## src/rtl/rtc_core_pkg.sv

```systemverilog
package rtc_core_pkg;

  localparam int ADDR_W = 4;
  localparam int DATA_W = 16;

  localparam logic [ADDR_W-1:0] IDX_SUB  = 4'd0;
  localparam logic [ADDR_W-1:0] IDX_SEC  = 4'd1;
  localparam logic [ADDR_W-1:0] IDX_MIN  = 4'd2;
  localparam logic [ADDR_W-1:0] IDX_HOUR = 4'd3;
  localparam logic [ADDR_W-1:0] IDX_WDAY = 4'd4;
  localparam logic [ADDR_W-1:0] IDX_DAY  = 4'd5;
  localparam logic [ADDR_W-1:0] IDX_MON  = 4'd6;
  localparam logic [ADDR_W-1:0] IDX_YEAR = 4'd7;
  localparam logic [ADDR_W-1:0] IDX_CTL1 = 4'd14;
  localparam logic [ADDR_W-1:0] IDX_CTL2 = 4'd15;

  localparam int C1_CARRY = 7;
  localparam int C1_CIE   = 4;
  localparam int C2_EN    = 3;
  localparam int C2_ADJ   = 2;
  localparam int C2_PRST  = 1;
  localparam int C2_START = 0;

  // Increment a two-digit packed BCD byte (caller handles the field limit).
  function automatic logic [7:0] bcd_inc(input logic [7:0] v);
    if (v[3:0] == 4'd9) return {v[7:4] + 4'd1, 4'd0};
    return {v[7:4], v[3:0] + 4'd1};
  endfunction

  function automatic int bcd_val(input logic [7:0] v);
    return int'(v[7:4]) * 10 + int'(v[3:0]);
  endfunction

  // Leap rule on a BCD century/year pair.
  function automatic logic is_leap(input logic [15:0] yr);
    int cen;
    int two;
    cen = bcd_val(yr[15:8]);
    two = bcd_val(yr[7:0]);
    if (two == 0) return (cen % 4) == 0;
    return (two % 4) == 0;
  endfunction

  // Last day of a BCD month, itself in BCD.
  function automatic logic [7:0] last_day(input logic [7:0] mon, input logic leap);
    case (mon)
      8'h02:                      return leap ? 8'h29 : 8'h28;
      8'h04, 8'h06, 8'h09, 8'h11: return 8'h30;
      default:                    return 8'h31;
    endcase
  endfunction

endpackage

```

## src/rtl/rtc_subsec.sv

```systemverilog
module rtc_subsec #(
  parameter int SUB_W = 7
) (
  input  logic             clk,
  input  logic             rst_n,
  input  logic             run,
  input  logic             hold_zero,
  input  logic             tick,
  output logic [SUB_W-1:0] subsec,
  output logic             sec_tick
);
  localparam logic [SUB_W-1:0] SUB_MAX = {SUB_W{1'b1}};

  assign sec_tick = run && tick && (subsec == SUB_MAX);

  always_ff @(posedge clk) begin
    if (!rst_n)          subsec <= '0;
    else if (hold_zero)  subsec <= '0;
    else if (run && tick) subsec <= subsec + 1'b1;
  end
endmodule

```

## src/rtl/rtc_ctrl.sv

```systemverilog
module rtc_ctrl (
  input  logic       clk,
  input  logic       rst_n,
  input  logic       c1_we,
  input  logic       c2_we,
  input  logic [7:0] wbyte,
  input  logic       sec_tick,
  output logic       carry_f,
  output logic       cie,
  output logic       en,
  output logic       prst,
  output logic       start,
  output logic       adj_pulse
);
  import rtc_core_pkg::*;

  assign adj_pulse = c2_we && wbyte[C2_ADJ];

  always_ff @(posedge clk) begin
    if (!rst_n) begin
      carry_f <= 1'b0;
      cie     <= 1'b0;
    end else if (c1_we) begin
      cie     <= wbyte[C1_CIE];
      carry_f <= sec_tick || (carry_f && wbyte[C1_CARRY]);
    end else if (sec_tick) begin
      carry_f <= 1'b1;
    end
  end

  always_ff @(posedge clk) begin
    if (!rst_n) begin
      en    <= 1'b0;
      prst  <= 1'b0;
      start <= 1'b0;
    end else if (c2_we) begin
      en    <= wbyte[C2_EN];
      prst  <= wbyte[C2_PRST];
      start <= wbyte[C2_START];
    end
  end
endmodule

```

## src/rtl/rtc_calendar.sv

```systemverilog
module rtc_calendar #(
  parameter int WEEK_DAYS = 7
) (
  input  logic        clk,
  input  logic        rst_n,
  input  logic        sec_tick,
  input  logic        adj_pulse,
  input  logic        fld_we,
  input  logic [3:0]  fld_sel,
  input  logic [15:0] fld_data,
  output logic [7:0]  sec_f,
  output logic [7:0]  min_f,
  output logic [7:0]  hour_f,
  output logic [7:0]  wday_f,
  output logic [7:0]  day_f,
  output logic [7:0]  mon_f,
  output logic [15:0] year_f,
  output logic        day_step
);
  import rtc_core_pkg::*;

  localparam logic [7:0] WDAY_LAST = 8'(WEEK_DAYS - 1);

  logic [7:0]  sec_n, min_n, hour_n, wday_n, day_n, mon_n;
  logic [15:0] year_n;
  logic        c_min, c_hour, c_mon, c_yr, c_cen;

  always_comb begin
    sec_n  = sec_f;   min_n = min_f;  hour_n = hour_f;
    wday_n = wday_f;  day_n = day_f;  mon_n  = mon_f;  year_n = year_f;
    c_min = 1'b0; c_hour = 1'b0; day_step = 1'b0;
    c_mon = 1'b0; c_yr = 1'b0;  c_cen = 1'b0;

    if (adj_pulse) begin
      sec_n = 8'h00;
      c_min = (sec_f >= 8'h30);
    end else if (sec_tick) begin
      if (sec_f == 8'h59) begin sec_n = 8'h00; c_min = 1'b1; end
      else sec_n = bcd_inc(sec_f);
    end

    if (c_min) begin
      if (min_f == 8'h59) begin min_n = 8'h00; c_hour = 1'b1; end
      else min_n = bcd_inc(min_f);
    end
    if (c_hour) begin
      if (hour_f == 8'h23) begin hour_n = 8'h00; day_step = 1'b1; end
      else hour_n = bcd_inc(hour_f);
    end
    if (day_step) begin
      wday_n = (wday_f >= WDAY_LAST) ? 8'h00 : wday_f + 8'h01;
      if (day_f == last_day(mon_f, is_leap(year_f))) begin
        day_n = 8'h01; c_mon = 1'b1;
      end else day_n = bcd_inc(day_f);
    end
    if (c_mon) begin
      if (mon_f == 8'h12) begin mon_n = 8'h01; c_yr = 1'b1; end
      else mon_n = bcd_inc(mon_f);
    end
    if (c_yr) begin
      if (year_f[7:0] == 8'h99) begin year_n[7:0] = 8'h00; c_cen = 1'b1; end
      else year_n[7:0] = bcd_inc(year_f[7:0]);
    end
    if (c_cen) begin
      year_n[15:8] = (year_f[15:8] == 8'h99) ? 8'h00 : bcd_inc(year_f[15:8]);
    end
  end

  always_ff @(posedge clk) begin
    if (!rst_n) begin
      sec_f <= 8'h00; min_f <= 8'h00; hour_f <= 8'h00; wday_f <= 8'h00;
      day_f <= 8'h01; mon_f <= 8'h01; year_f <= 16'h2000;
    end else if (fld_we) begin
      case (fld_sel)
        IDX_SEC:  sec_f  <= fld_data[7:0];
        IDX_MIN:  min_f  <= fld_data[7:0];
        IDX_HOUR: hour_f <= fld_data[7:0];
        IDX_WDAY: wday_f <= fld_data[7:0];
        IDX_DAY:  day_f  <= fld_data[7:0];
        IDX_MON:  mon_f  <= fld_data[7:0];
        IDX_YEAR: year_f <= fld_data;
        default: ;
      endcase
    end else begin
      sec_f <= sec_n; min_f <= min_n; hour_f <= hour_n; wday_f <= wday_n;
      day_f <= day_n; mon_f <= mon_n; year_f <= year_n;
    end
  end
endmodule

```

## src/rtl/bcd_rtc_core.sv

```systemverilog
module bcd_rtc_core #(
  parameter int SUB_W     = 7,
  parameter int WEEK_DAYS = 7
) (
  input  logic        clk,
  input  logic        rst_n,
  input  logic        tick_128,
  input  logic        bus_we,
  input  logic [3:0]  bus_addr,
  input  logic [15:0] bus_wdata,
  output logic [15:0] bus_rdata,
  output logic        carry_irq
);
  import rtc_core_pkg::*;

  localparam int SUB_PAD = DATA_W - SUB_W;

  logic [SUB_W-1:0] subsec;
  logic        sec_tick, run, fld_we, c1_we, c2_we, adj_pulse, day_step;
  logic        carry_f, cie, en, prst, start;
  logic [7:0]  sec_f, min_f, hour_f, wday_f, day_f, mon_f;
  logic [15:0] year_f;

  assign run    = en && start && !prst;
  assign c1_we  = bus_we && (bus_addr == IDX_CTL1);
  assign c2_we  = bus_we && (bus_addr == IDX_CTL2);
  assign fld_we = bus_we && !run && (bus_addr >= IDX_SEC) && (bus_addr <= IDX_YEAR);
  assign carry_irq = carry_f && cie;

  rtc_subsec #(.SUB_W(SUB_W)) u_subsec (
    .clk(clk), .rst_n(rst_n), .run(run), .hold_zero(prst),
    .tick(tick_128), .subsec(subsec), .sec_tick(sec_tick)
  );

  rtc_ctrl u_ctrl (
    .clk(clk), .rst_n(rst_n), .c1_we(c1_we), .c2_we(c2_we),
    .wbyte(bus_wdata[7:0]), .sec_tick(sec_tick),
    .carry_f(carry_f), .cie(cie), .en(en), .prst(prst), .start(start),
    .adj_pulse(adj_pulse)
  );

  rtc_calendar #(.WEEK_DAYS(WEEK_DAYS)) u_cal (
    .clk(clk), .rst_n(rst_n), .sec_tick(sec_tick), .adj_pulse(adj_pulse),
    .fld_we(fld_we), .fld_sel(bus_addr), .fld_data(bus_wdata),
    .sec_f(sec_f), .min_f(min_f), .hour_f(hour_f), .wday_f(wday_f),
    .day_f(day_f), .mon_f(mon_f), .year_f(year_f), .day_step(day_step)
  );

  always_comb begin
    bus_rdata = '0;
    case (bus_addr)
      IDX_SUB:  bus_rdata = {{SUB_PAD{1'b0}}, subsec};
      IDX_SEC:  bus_rdata = {8'h00, sec_f};
      IDX_MIN:  bus_rdata = {8'h00, min_f};
      IDX_HOUR: bus_rdata = {8'h00, hour_f};
      IDX_WDAY: bus_rdata = {8'h00, wday_f};
      IDX_DAY:  bus_rdata = {8'h00, day_f};
      IDX_MON:  bus_rdata = {8'h00, mon_f};
      IDX_YEAR: bus_rdata = year_f;
      IDX_CTL1: begin
        bus_rdata[C1_CARRY] = carry_f;
        bus_rdata[C1_CIE]   = cie;
      end
      IDX_CTL2: begin
        bus_rdata[C2_EN]    = en;
        bus_rdata[C2_PRST]  = prst;
        bus_rdata[C2_START] = start;
      end
      default: bus_rdata = '0;
    endcase
  end
endmodule

```

## config.mk

```make
export PLATFORM = sky130hd
export DESIGN_NAME = bcd_rtc_core
export DESIGN_NICKNAME = d
export VERILOG_FILES = /design/src/rtl/rtc_core_pkg.sv /design/src/rtl/rtc_subsec.sv /design/src/rtl/rtc_ctrl.sv /design/src/rtl/rtc_calendar.sv /design/src/rtl/bcd_rtc_core.sv
export SDC_FILE = /design/constraint.sdc
export NUM_CORES = 1
export LEC_CHECK = 0
export BUFFER_PORTS_ARGS = -buffer_cell sky130_fd_sc_hd__buf_4
export CAP_MARGIN = 30
export CORE_MARGIN = 2
export CORE_UTILIZATION = 40
export DETAILED_ROUTE_END_ITERATION = 12
export PLACE_DENSITY_LB_ADDON = 0.2
export SKIP_CTS_REPAIR_TIMING = 1
export SYNTH_ARGS = -nofsm -noshare
export SYNTH_HDL_FRONTEND = slang
export SYNTH_SLANG_ARGS = --single-unit
export TNS_END_PERCENT = 30
```

## constraint.sdc

```tcl
create_clock -name clk -period 9.55 [get_ports clk]
set_input_delay 1.4325 -clock clk [delete_from_list [all_inputs] [get_ports clk]]
set_output_delay 1.4325 -clock clk [all_outputs]
set_load 0.1 [all_outputs]
```

# Word level (Yosys, flattened, before mapping)

Index checks and enable logic that the tools add are counted.

Shifts and indexed selects: 0
Multiplexer cells: 96
Add/subtract/negate cells: 18
$lt $le $gt $ge: 4
Equal/unequal tests: 36
Bitwise gates (word level): 3
Multipliers: 2
Divide/modulo/power cells: 0
Reductions and logical operators: 53

Operators by type and width:

| operator                                               | count |
|---|---|
| two-way mux 8 bit                                      | 45 |
| logical NOT 32 bit                                     | 3 |
| adder 32 x 5 -> 32 bit                                 | 2 |
| adder 4 x 1 -> 4 bit (second input constant)           | 14 |
| two-way mux 1 bit                                      | 42 |
| == test 4 bit (second input constant)                  | 9 |
| two-way mux 16 bit                                     | 2 |
| AND reduction 3 bit                                    | 7 |
| nonzero test 3 bit                                     | 7 |
| one-hot mux 1 bit (9 select lines)                     | 2 |
| one-hot mux 2 bit (9 select lines)                     | 1 |
| == test 4 x 3 -> 1 bit (second input constant)         | 4 |
| == test 8 x 3 -> 1 bit (second input constant)         | 2 |
| == test 8 x 5 -> 1 bit (second input constant)         | 2 |
| == test 8 x 7 -> 1 bit (second input constant)         | 2 |
| == test 8 bit (second input constant)                  | 2 |
| one-hot mux 1 bit (8 select lines)                     | 2 |
| one-hot mux 2 bit (8 select lines)                     | 1 |
| one-hot mux 8 bit (2 select lines)                     | 1 |
| AND reduction 2 bit                                    | 8 |
| multiplier 4 x 3 -> 7 bit (second input constant)      | 2 |
| inequality test 2 x 1 -> 1 bit (second input constant) | 7 |
| nonzero test 2 bit                                     | 7 |
| logical AND 1 bit                                      | 12 |
| 21 further kinds                                       | 26 |

Memory bits (writable): 0
Bits in registers: 76
Memories: 0
Latch bits: 0
Output and inout bits: 17
ROM bits: 0

# Depth between registers and ports, before layout

Gate-level depths: netlist of run 1.

Depth in word-level cells: 24
Depth in mapped cells: 11

# By module

Synthesis of run 1 repeated with hierarchy kept, for this count alone.

Cells, all modules: 720
Area, all modules: 5788.1 um^2

Modules (own cells, without submodules):

| module       | sequential area each (um^2) | area an instance (um^2) | instances | cells an instance |
|---|---|---|---|---|
| rtc_calendar | 1281.2                      | 4445.5                  | 1         | 575 |
| bcd_rtc_core | 0.0                         | 840.8                   | 1         | 91 |
| rtc_subsec   | 140.1                       | 312.8                   | 1         | 37 |
| rtc_ctrl     | 100.1                       | 188.9                   | 1         | 17 |

# Least setup slack after synthesis of run 1

No wires, ideal clock.

Path type: input to output
From: input port bus_addr[0]
To: output port bus_rdata[0]
Path slack: 3.352 ns
Arrival time: 4.766 ns
Path buffers: 3
Stages: 7
Cell sequence: clkbuf_1 > clkbuf_1 > clkbuf_1 > a22oi_1 > a21oi_1 > a21oi_1 > o21ai_0

Word-level cells in the longest chain between the ends: 2
Elaborated cells on any way between the ends: 10
Those cells by class: eq/ne (8); mux (1); reduce/logical (1)

Ends and longest elaborated chain:

| item                                  | line               | text |
|---|---|---|
| start, declared                       | bcd_rtc_core.sv:9  | `input logic [3:0] bus_addr,` |
| == test 4 bit (tied with other cells) | bcd_rtc_core.sv:51 | `case (bus_addr)` |
| one-hot mux 2 bit (9 select lines) *  | bcd_rtc_core.sv:51 |  |
| end, declared                         | bcd_rtc_core.sv:11 | `output logic [15:0] bus_rdata,` |

Mark *: on every way between the ends. The rest lies on a longest branch, timed or not.

# Final worst setup path of run 1

From: input port bus_addr[0]
To: output port bus_rdata[2]

Word-level cells in the longest chain between the ends: 2
Elaborated cells on any way between the ends: 9
Those cells by class: eq/ne (7); mux (1); reduce/logical (1)

Ends and longest elaborated chain:

| item                                           | line |
|---|---|
| == test 4 x 3 -> 1 bit (tied with other cells) | bcd_rtc_core.sv:51 |
| one-hot mux 1 bit (8 select lines) *           | bcd_rtc_core.sv:51 |

Marks and branches as above.

==> summary.md, run 1 <==
| Metric | Value |
|---|---|
| Status | `completed` |
| Maximum capacitance violations | `0` |
| CTS Buf Count | `9` |
| Critical path class | `primary input to output pin` |
| Switching share of power | `25.4%` |
| CP Max Fanout | `35` |
| Total GRT Usage | `between 20% and 30%` |
| IO Port Bufs | `40` |
| Post-Synthesis Net Count | `785` |
| Area grow syn2layout | `12.7%` |
| Worst setup SP type | `primary input` |
| DRC Markers | `0` |
| Ys async rst share | `0%` |
| Clk root buf | `clkbuf_16` |
| Largest family of logic cells by synthesized area | `simple AND/OR/NAND/NOR gates` |
| Number of diodes | `0` |
| Clk_lat worst skew | `about 0.35 ns` |
| RSZ-0062 raised after global routing | `no` |
| Seq pwr share | `43.5%` |
| Initial antenna violation count | `0` |
| Final nets | `801` |
| CTS tree | `built` |
| Comb power frac | `9.7%` |
| CP max stage cell | `and2_1` |
| CP max stage delay | `0.53 ns` |
| Largest net degree at the start of global routing | `51` |
| Number of DRC markers in iteration 0 | `around 510` |
| Initial Util | `40.7%` |
| HP Class | `register to register` |
| DRT antenna net count | `0` |
| Number of cell rows | `43` |
| Final worst path period share | `47.1%` |
| DP HPWL | `13.4 mm` |
| Vias per cell | `6.09` |
| P per Cell Area | `118 mW/mm2` |
| Total grt overflow | `0` |
| Finished Layout Cells | `923` |
| Vias in the first global route | `a little over 5,000` |
| Mux cell area share after synthesis | `8.33%` |
| Final hold vios | `0` |
| Net Sw Power | `189 uW` |
| Setup crit end kind | `output pin` |
| Post-synth top flop | `dfxtp_1` |
| Fill count | `1,373` |
| Sequential-to-total area share from yosys stat | `27.0%` |
| Post-Route Skew | `approximately 0.0054 ns` |
| Seq cells post-synth | `76` |
| Tmin final | `between 4 and 5 ns` |
| Die Ht | `123 um` |
| Max Root-Sink Buffers | `2` |
| Rel. slew slack | `36.3%` |
| Post-Synth Adder-Cell Area | `8.93%` |
| Hold_ws | `0.504 ns` |
| Placer Congestion | `just under 1` |
| Syn avg cell area | `7.80 um2` |
| Data arrival time of the critical path | `3.07 ns` |
| Drt pass-1 iters | `5` |
| Utilization after layout | `between 40% and 50%` |
| Routed via count | `5,623` |
| Number of synthesized flops with an enable pin | `0` |
| Cell-internal power | `between 500 and 600 uW` |
| Compound-Gate Fraction of Synth Area | `22.4%` |
| Worst EP required | `between 8 and 9 ns` |
| Unique masters post-synth | `a little over 70` |
| Post-Synth XOR/XNOR Area | `1.24%` |
| Leak | `between 2 and 2.5 nW` |
| Simple-Gate Fraction of Synth Area | `27.4%` |
| Die extent in x | `123 um` |
| Routed WL | `18.3 mm` |
| Synthesized area | `~0.0056 mm2` |
| Routed wire per std cell | `19.8 um` |
| Clk pin slew, worst setup/hold paths | `0.06 ns` |
| First-pass GRT wire length | `28.4 mm` |
| Max VDD drop | `72.2 uV` |
| I/O Pins | `41` |
| Post-Syn Instances | `722` |
| Core area | `0.0138 mm2` |
| Number of slew-limit violations in the final report | `0` |
| Yosys warnings | `0` |
| Cell breakdown of the critical path | `buf_4 -> and2_1 -> a21oi_1 -> nor2_1 -> a221oi_1 -> nor2_1 -> buf_4` |
| Die area | `0.0151 mm2` |
| Fmax | `222 MHz` |
| Fraction of layout cells with a size suffix above 1 | `11.6%` |
| H-tree Lvls | `3` |
| Setup TNS | `0 ns` |
| Power share of the clock group | `a little under half` |
| Placed cell count | `907` |
| Clock Sink Count | `76` |
| Setup violations, final | `0` |
| Tightest Pin Transition | `roughly 0.95 ns` |
## synth_stat cells (all sizes together) (4+ instances only)
| cell type | number | area [um2] |
|---|---|---|
| dfxtp | 76 | 1520 |
| or3 | 9 | 56.3 |
| mux2 | 7 | 78.8 |
| nand2 | 77 | 289 |
| nand4 | 12 | 75.1 |
| or4 | 5 | 37.5 |
| inv | 29 | 109 |
| a21oi | 38 | 194 |
| mux2i | 21 | 210 |
| o211a | 5 | 57.6 |
| mux4 | 8 | 180 |
| o31ai | 9 | 81.3 |
| nand3 | 40 | 200 |
| clkbuf | 34 | 128 |
| o211ai | 19 | 143 |
| nor2b | 9 | 56.3 |
| a31oi | 9 | 56.3 |
| nand2b | 7 | 43.8 |
| a211oi | 6 | 50.1 |
| nor3 | 16 | 80.1 |
| ha | 37 | 463 |
| nor3b | 14 | 105 |
| xor2 | 7 | 61.3 |
| nor2 | 62 | 233 |
| o21ai | 71 | 363 |
| buf | 6 | 25.0 |
| and2 | 8 | 50.1 |
| nor4 | 4 | 31.3 |
| nand3b | 8 | 60.1 |
| and3 | 14 | 87.6 |
## through the flow
| stage | power [mW] | cell area [um2] | setup WS, ns |
|---|---|---|---|
| finish | 0.747 | 6350 | 5.05 |
| global route | 0.772 | 6350 | 4.91 |
| CTS | 0.751 | 6350 | 5.05 |
| detailed placement | 0.403 | 6040 | 5.05 |
| global placement | 0.402 | 6040 | 5.07 |
| floorplan | 0.376 | 5630 | 3.35 |
## critical path: cells and delay by family
family / cells / cell delay (ns)
AOI/OAI and AO/OA: 2 / 0.19
buffers and inverters: 2 / 0.63
and+or+nand+nor: 3 / 0.79
## cells by family (layout without fill, tap and decap cells)
kind of cell / count (synthesis) / count (layout)
DFF: 76 / 76
muxes: 36 / 36
AOI/OAI and AO/OA: 193 / 193
buffers and inverters: 69 / 90
adders and majority gates: 39 / 39
and+or+nand+nor: 301 / 301
xor gates and xnor gates: 8 / 8
## state kept, by name, indices dropped and copies added, names as in the netlist, 7 cells and up
signal / count
u_cal.sec_f: 8
u_cal.year_f: 16
u_cal.day_f: 8
u_subsec.subsec: 7
u_cal.hour_f: 8
u_cal.mon_f: 8
u_cal.wday_f: 8
u_cal.min_f: 8
## power by group through the flow
stage,registers (mW),logic (mW),clock network (mW)
2_1_floorplan,0.329,0.0474,0
3_3_place_gp,0.331,0.0704,0
3_5_place_dp,0.331,0.0711,0
4_1_cts,0.324,0.0715,0.355
5_1_grt,0.325,0.0779,0.369
6_report,0.325,0.0727,0.350
## path summary, 6_finish.rpt
check / slack (ns) / cells after the start / start / end
setup / recovery: 5.05 / 7 / bus_addr[0] / bus_rdata[2]
setup reg to reg: 5.45 / 10 / u_cal.year_f[7] / u_cal.mon_f[4]
hold reg to reg: 0.50 / 2 / u_cal.year_f[11] / u_cal.year_f[11]
hold / removal: 0.50 / 2 / u_cal.year_f[11] / u_cal.year_f[11]
## placed cells by master (no fill, tap or decap), drive strengths merged, types with 14 or more instances in the layout
cell    synthesis  final
nor3b          14     14
buf             6     45
nand2          77     77
nor2           62     62
ha             37     37
mux2i          21     21
and3           14     14
a21oi          38     38
nand3          40     40
o211ai         19     19
o21ai          71     71
nor3           16     16
inv            29     29
dfxtp          76     76
## layout make-up
type / instances / area (um2) / share of cell area, %
Clock inverter: 4 / 47.5 / 0.749
Clock buffer: 12 / 256 / 4.04
Multi-Input combinational cell: 577 / 3850 / 60.7
Tap cell: 180 / 225 / 3.55
Inverter: 29 / 109 / 1.71
Timing Repair Buffer: 45 / 338 / 5.32
Sequential cell: 76 / 1520 / 24.0
## metal layers
metal | routed length [um] | GRT usage [%] | vias up
li1 | - | - | 2710
met1 | 8380 | 34.7 | 2678
met2 | 8510 | 39.7 | 208
met3 | 1100 | 3.44 | 27
met4 | 316 | 8.19 | 0
met5 | 0 | 0 | -
(Power assumes the default switching activity.)
==> run 2, diff against run 1 <==
==> constraint.sdc (replaced) <==
create_clock -name clk -period 4.14 [get_ports clk]
set_input_delay 0.621 -clock clk [delete_from_list [all_inputs] [get_ports clk]]
set_output_delay 0.621 -clock clk [all_outputs]
set_load 0.1 [all_outputs]
==> run 2 against run 1 <==
  * Via count up 2.8%
  * Register-to-register slack got worse by 5.2 ns
  * Cell count increased by 0.33%
==> summary.md, run 2 (same netlist as run 1, synthesis figures left out) <==
| Metric | Value |
|---|---|
| Status | `completed (unchanged)` |
| Commonest non-fill, non-tap cell in the layout | `nand2_1 (unchanged)` |
| Hold_ws | `0.490 ns (was 0.504 ns)` |
| Reg area | `0.00152 mm2 (unchanged)` |
| CP Max Fanout | `7 (was 35)` |
| Initial Util | `40.7% (unchanged)` |
| Vias in the first global route | `5,331 (was 5,194)` |
| Drt pass-1 iters | `5 (unchanged)` |
| Hold Path Cell Cnt | `2 (unchanged)` |
| Net Sw Power | `465 uW (was 189 uW)` |
| Total GRT Usage | `25.5% (was 24.9%)` |
| Vias per cell | `6.24 (was 6.09)` |
| DRT antenna net count | `0 (unchanged)` |
| Core area | `0.0138 mm2 (unchanged)` |
| DP HPWL | `13.6 mm (was 13.4 mm)` |
| Critical path class | `register to register (was primary input to output pin)` |
| Comb power frac | `9.4% (was 9.7%)` |
| Data arrival time of the critical path | `4.13 ns (was 3.07 ns)` |
| Number of diodes | `0 (unchanged)` |
| First-pass GRT wire length | `29.2 mm (was 28.4 mm)` |
| HP Class | `register to register (unchanged)` |
| Final Cell Area | `0.00640 mm2 (was 0.00635 mm2)` |
| Seq pwr share | `40.8% (was 43.5%)` |
| Power share of the clock group | `49.8% (was 46.8%)` |
| Rel. slew slack | `41.9% (was 36.3%)` |
| Tmin final | `3.93 ns` |
| Hold Path Sink | `u_ctrl.en (was u_cal.year_f[11])` |
| Largest reg by FF count | `u_cal.year_f (unchanged)` |
| Number of cell rows | `43 (unchanged)` |
| Worst setup SP type | `register (was primary input)` |
| Max reg flops | `16 (unchanged)` |
| Leak | `2.45 nW (was 2.43 nW)` |
| Switching share of power | `25.4% (about the same)` |
| Worst reg2reg path startpoint | `u_cal.year_f[7] (unchanged)` |
| Tightest Pin Transition | `0.871 ns (was 0.947 ns)` |
| Final hold vios | `0 (unchanged)` |
| Routed wire per std cell | `20.2 um (was 19.8 um)` |
| Final nets | `804 (was 801)` |
| H-tree Lvls | `3 (unchanged)` |
| Worst R2R Path Depth | `10 (unchanged)` |
| Setup violations, final | `0 (unchanged)` |
| Area grow syn2layout | `13.7% (was 12.7%)` |
| CTS tree | `built (unchanged)` |
| R2R Path End | `u_cal.mon_f[7] (was u_cal.mon_f[4])` |
| IO Port Bufs | `40 (unchanged)` |
| Placer Congestion | `0.928 (was 0.972)` |
| Maximum capacitance violations | `0 (unchanged)` |
| Routed WL | `18.7 mm (was 18.3 mm)` |
| Fraction of layout cells with a size suffix above 1 | `11.9% (was 11.6%)` |
| Routed via count | `5,782 (was 5,623)` |
| Worst EP required | `4.34 ns (was 8.12 ns)` |
| Initial antenna violation count | `0 (unchanged)` |
| Most frequent cells in the layout | `nand2_1, dfxtp_1, nor2_1, o21ai_0, buf_4 (unchanged)` |
| Number of slew-limit violations in the final report | `0 (unchanged)` |
| Total grt overflow | `0 (unchanged)` |
| Max VDD drop | `257 uV (was 72.2 uV)` |
| Post-Route Skew | `0.0100 ns (was 0.00536 ns)` |
| Largest net degree at the start of global routing | `41 (was 51)` |
| Clock Sink Count | `76 (unchanged)` |
| CTS Buf Count | `9 (unchanged)` |
| Die extent in x | `123 um (unchanged)` |
| P per Cell Area | `286 mW/mm2 (was 118 mW/mm2)` |
| Final worst path period share | `94.9%` |
| Setup crit end kind | `register (was output pin)` |
| CP startpoint | `u_cal.year_f[7] (was bus_addr[0])` |
| Cell-internal power | `1.37 mW (was 558 uW)` |
| Clk_lat worst skew | `0.36 ns (was 0.35 ns)` |
| DRC Markers | `0 (unchanged)` |
| R2r setup slk | `0.21 ns (was 5.45 ns)` |
| Die area | `0.0151 mm2 (unchanged)` |
| Worst hold start | `u_ctrl.en (was u_cal.year_f[11])` |
| Fmax | `254 MHz` |
| Utilization after layout | `46.3% (was 45.9%)` |
| Clk root buf | `clkbuf_16 (unchanged)` |
| Fill count | `1,387 (was 1,373)` |
| Dpl cell area | `0.00607 mm2 (was 0.00604 mm2)` |
| Max Root-Sink Buffers | `2 (unchanged)` |
| RSZ-0062 raised after global routing | `no (unchanged)` |
| Die Ht | `123 um (unchanged)` |
| Clk pin slew, worst setup/hold paths | `0.06 ns (about the same)` |
| Multi-input logic area | `0.00385 mm2 (unchanged)` |
| Number of DRC markers in iteration 0 | `634 (was 509)` |
| I/O Pins | `41 (unchanged)` |
## run 2: layout make-up
| type | count | area share (%) |
|---|---|---|
| tap | 180 | 3.52 |
| sequential | 76 | 23.8 |
| multi-input combinational | 577 | 60.1 |
| clock buffer | 13 | 4.22 |
| inverter | 29 | 1.70 |
| timing repair buffer | 48 | 5.63 |
| clock inverter | 3 | 1.05 |
## run 2: worst max-delay path, stage by stage, from the launching register on
cell,delay [ns]
dfxtp_1,0.43
ha_1,0.27
ha_1,0.23
fa_1,0.44
or4b_1,0.51
a221o_1,0.30
o41a_1,0.47
o211a_4,0.32
or3_1,0.38
o311ai_1,0.31
a21oi_1,0.11
## run 2: worst max-delay path by stage
| stage | end | slack (ns) | depth (start not counted) |
|---|---|---|---|
| finish | u_cal.mon_f[7] | 0.21 | 10 |
| global route | u_cal.mon_f[7] | 0.04 | 10 |
| CTS | u_cal.mon_f[7] | 0.23 | 10 |
| detailed placement | u_cal.mon_f[7] | 0.23 | 10 |
| global placement | u_cal.mon_f[7] | 0.32 | 10 |
| floorplan | bus_rdata[7] | -0.38 | 7 |
## run 2: metal layers
layer | routed length [um] | share of wire (%) | GRT usage (%) | up-vias
li1 | - | - | - | 2701
met1 | 8470 | 45 | 34.9 | 2798
met2 | 8180 | 44 | 37.5 | 230
met3 | 1240 | 6.6 | 6.23 | 53
met4 | 789 | 4.2 | 11.9 | 0
met5 | 0 | 0 | 0 | -
## run 2: stage by stage
stage | total power [mW] | setup TNS, ns | std cells | setup WS [ns]
finish | 1.83 | 0 | 926 | 0.209
global route | 1.89 | 0 | 926 | 0.0363
global placement | 0.930 | 0 | 910 | 0.318
detailed placement | 0.933 | 0 | 910 | 0.229
floorplan | 0.868 | -0.384 | 722 | -0.384
CTS | 1.84 | 0 | 926 | 0.228
## run 2: power by group through the flow
stage	logic, mW	registers, mW	clock network (mW)
after floorplan	0.109	0.759	0
after global placement	0.167	0.763	0
after detailed placement	0.170	0.764	0
after CTS	0.170	0.747	0.919
after global routing	0.185	0.748	0.952
final	0.173	0.748	0.912
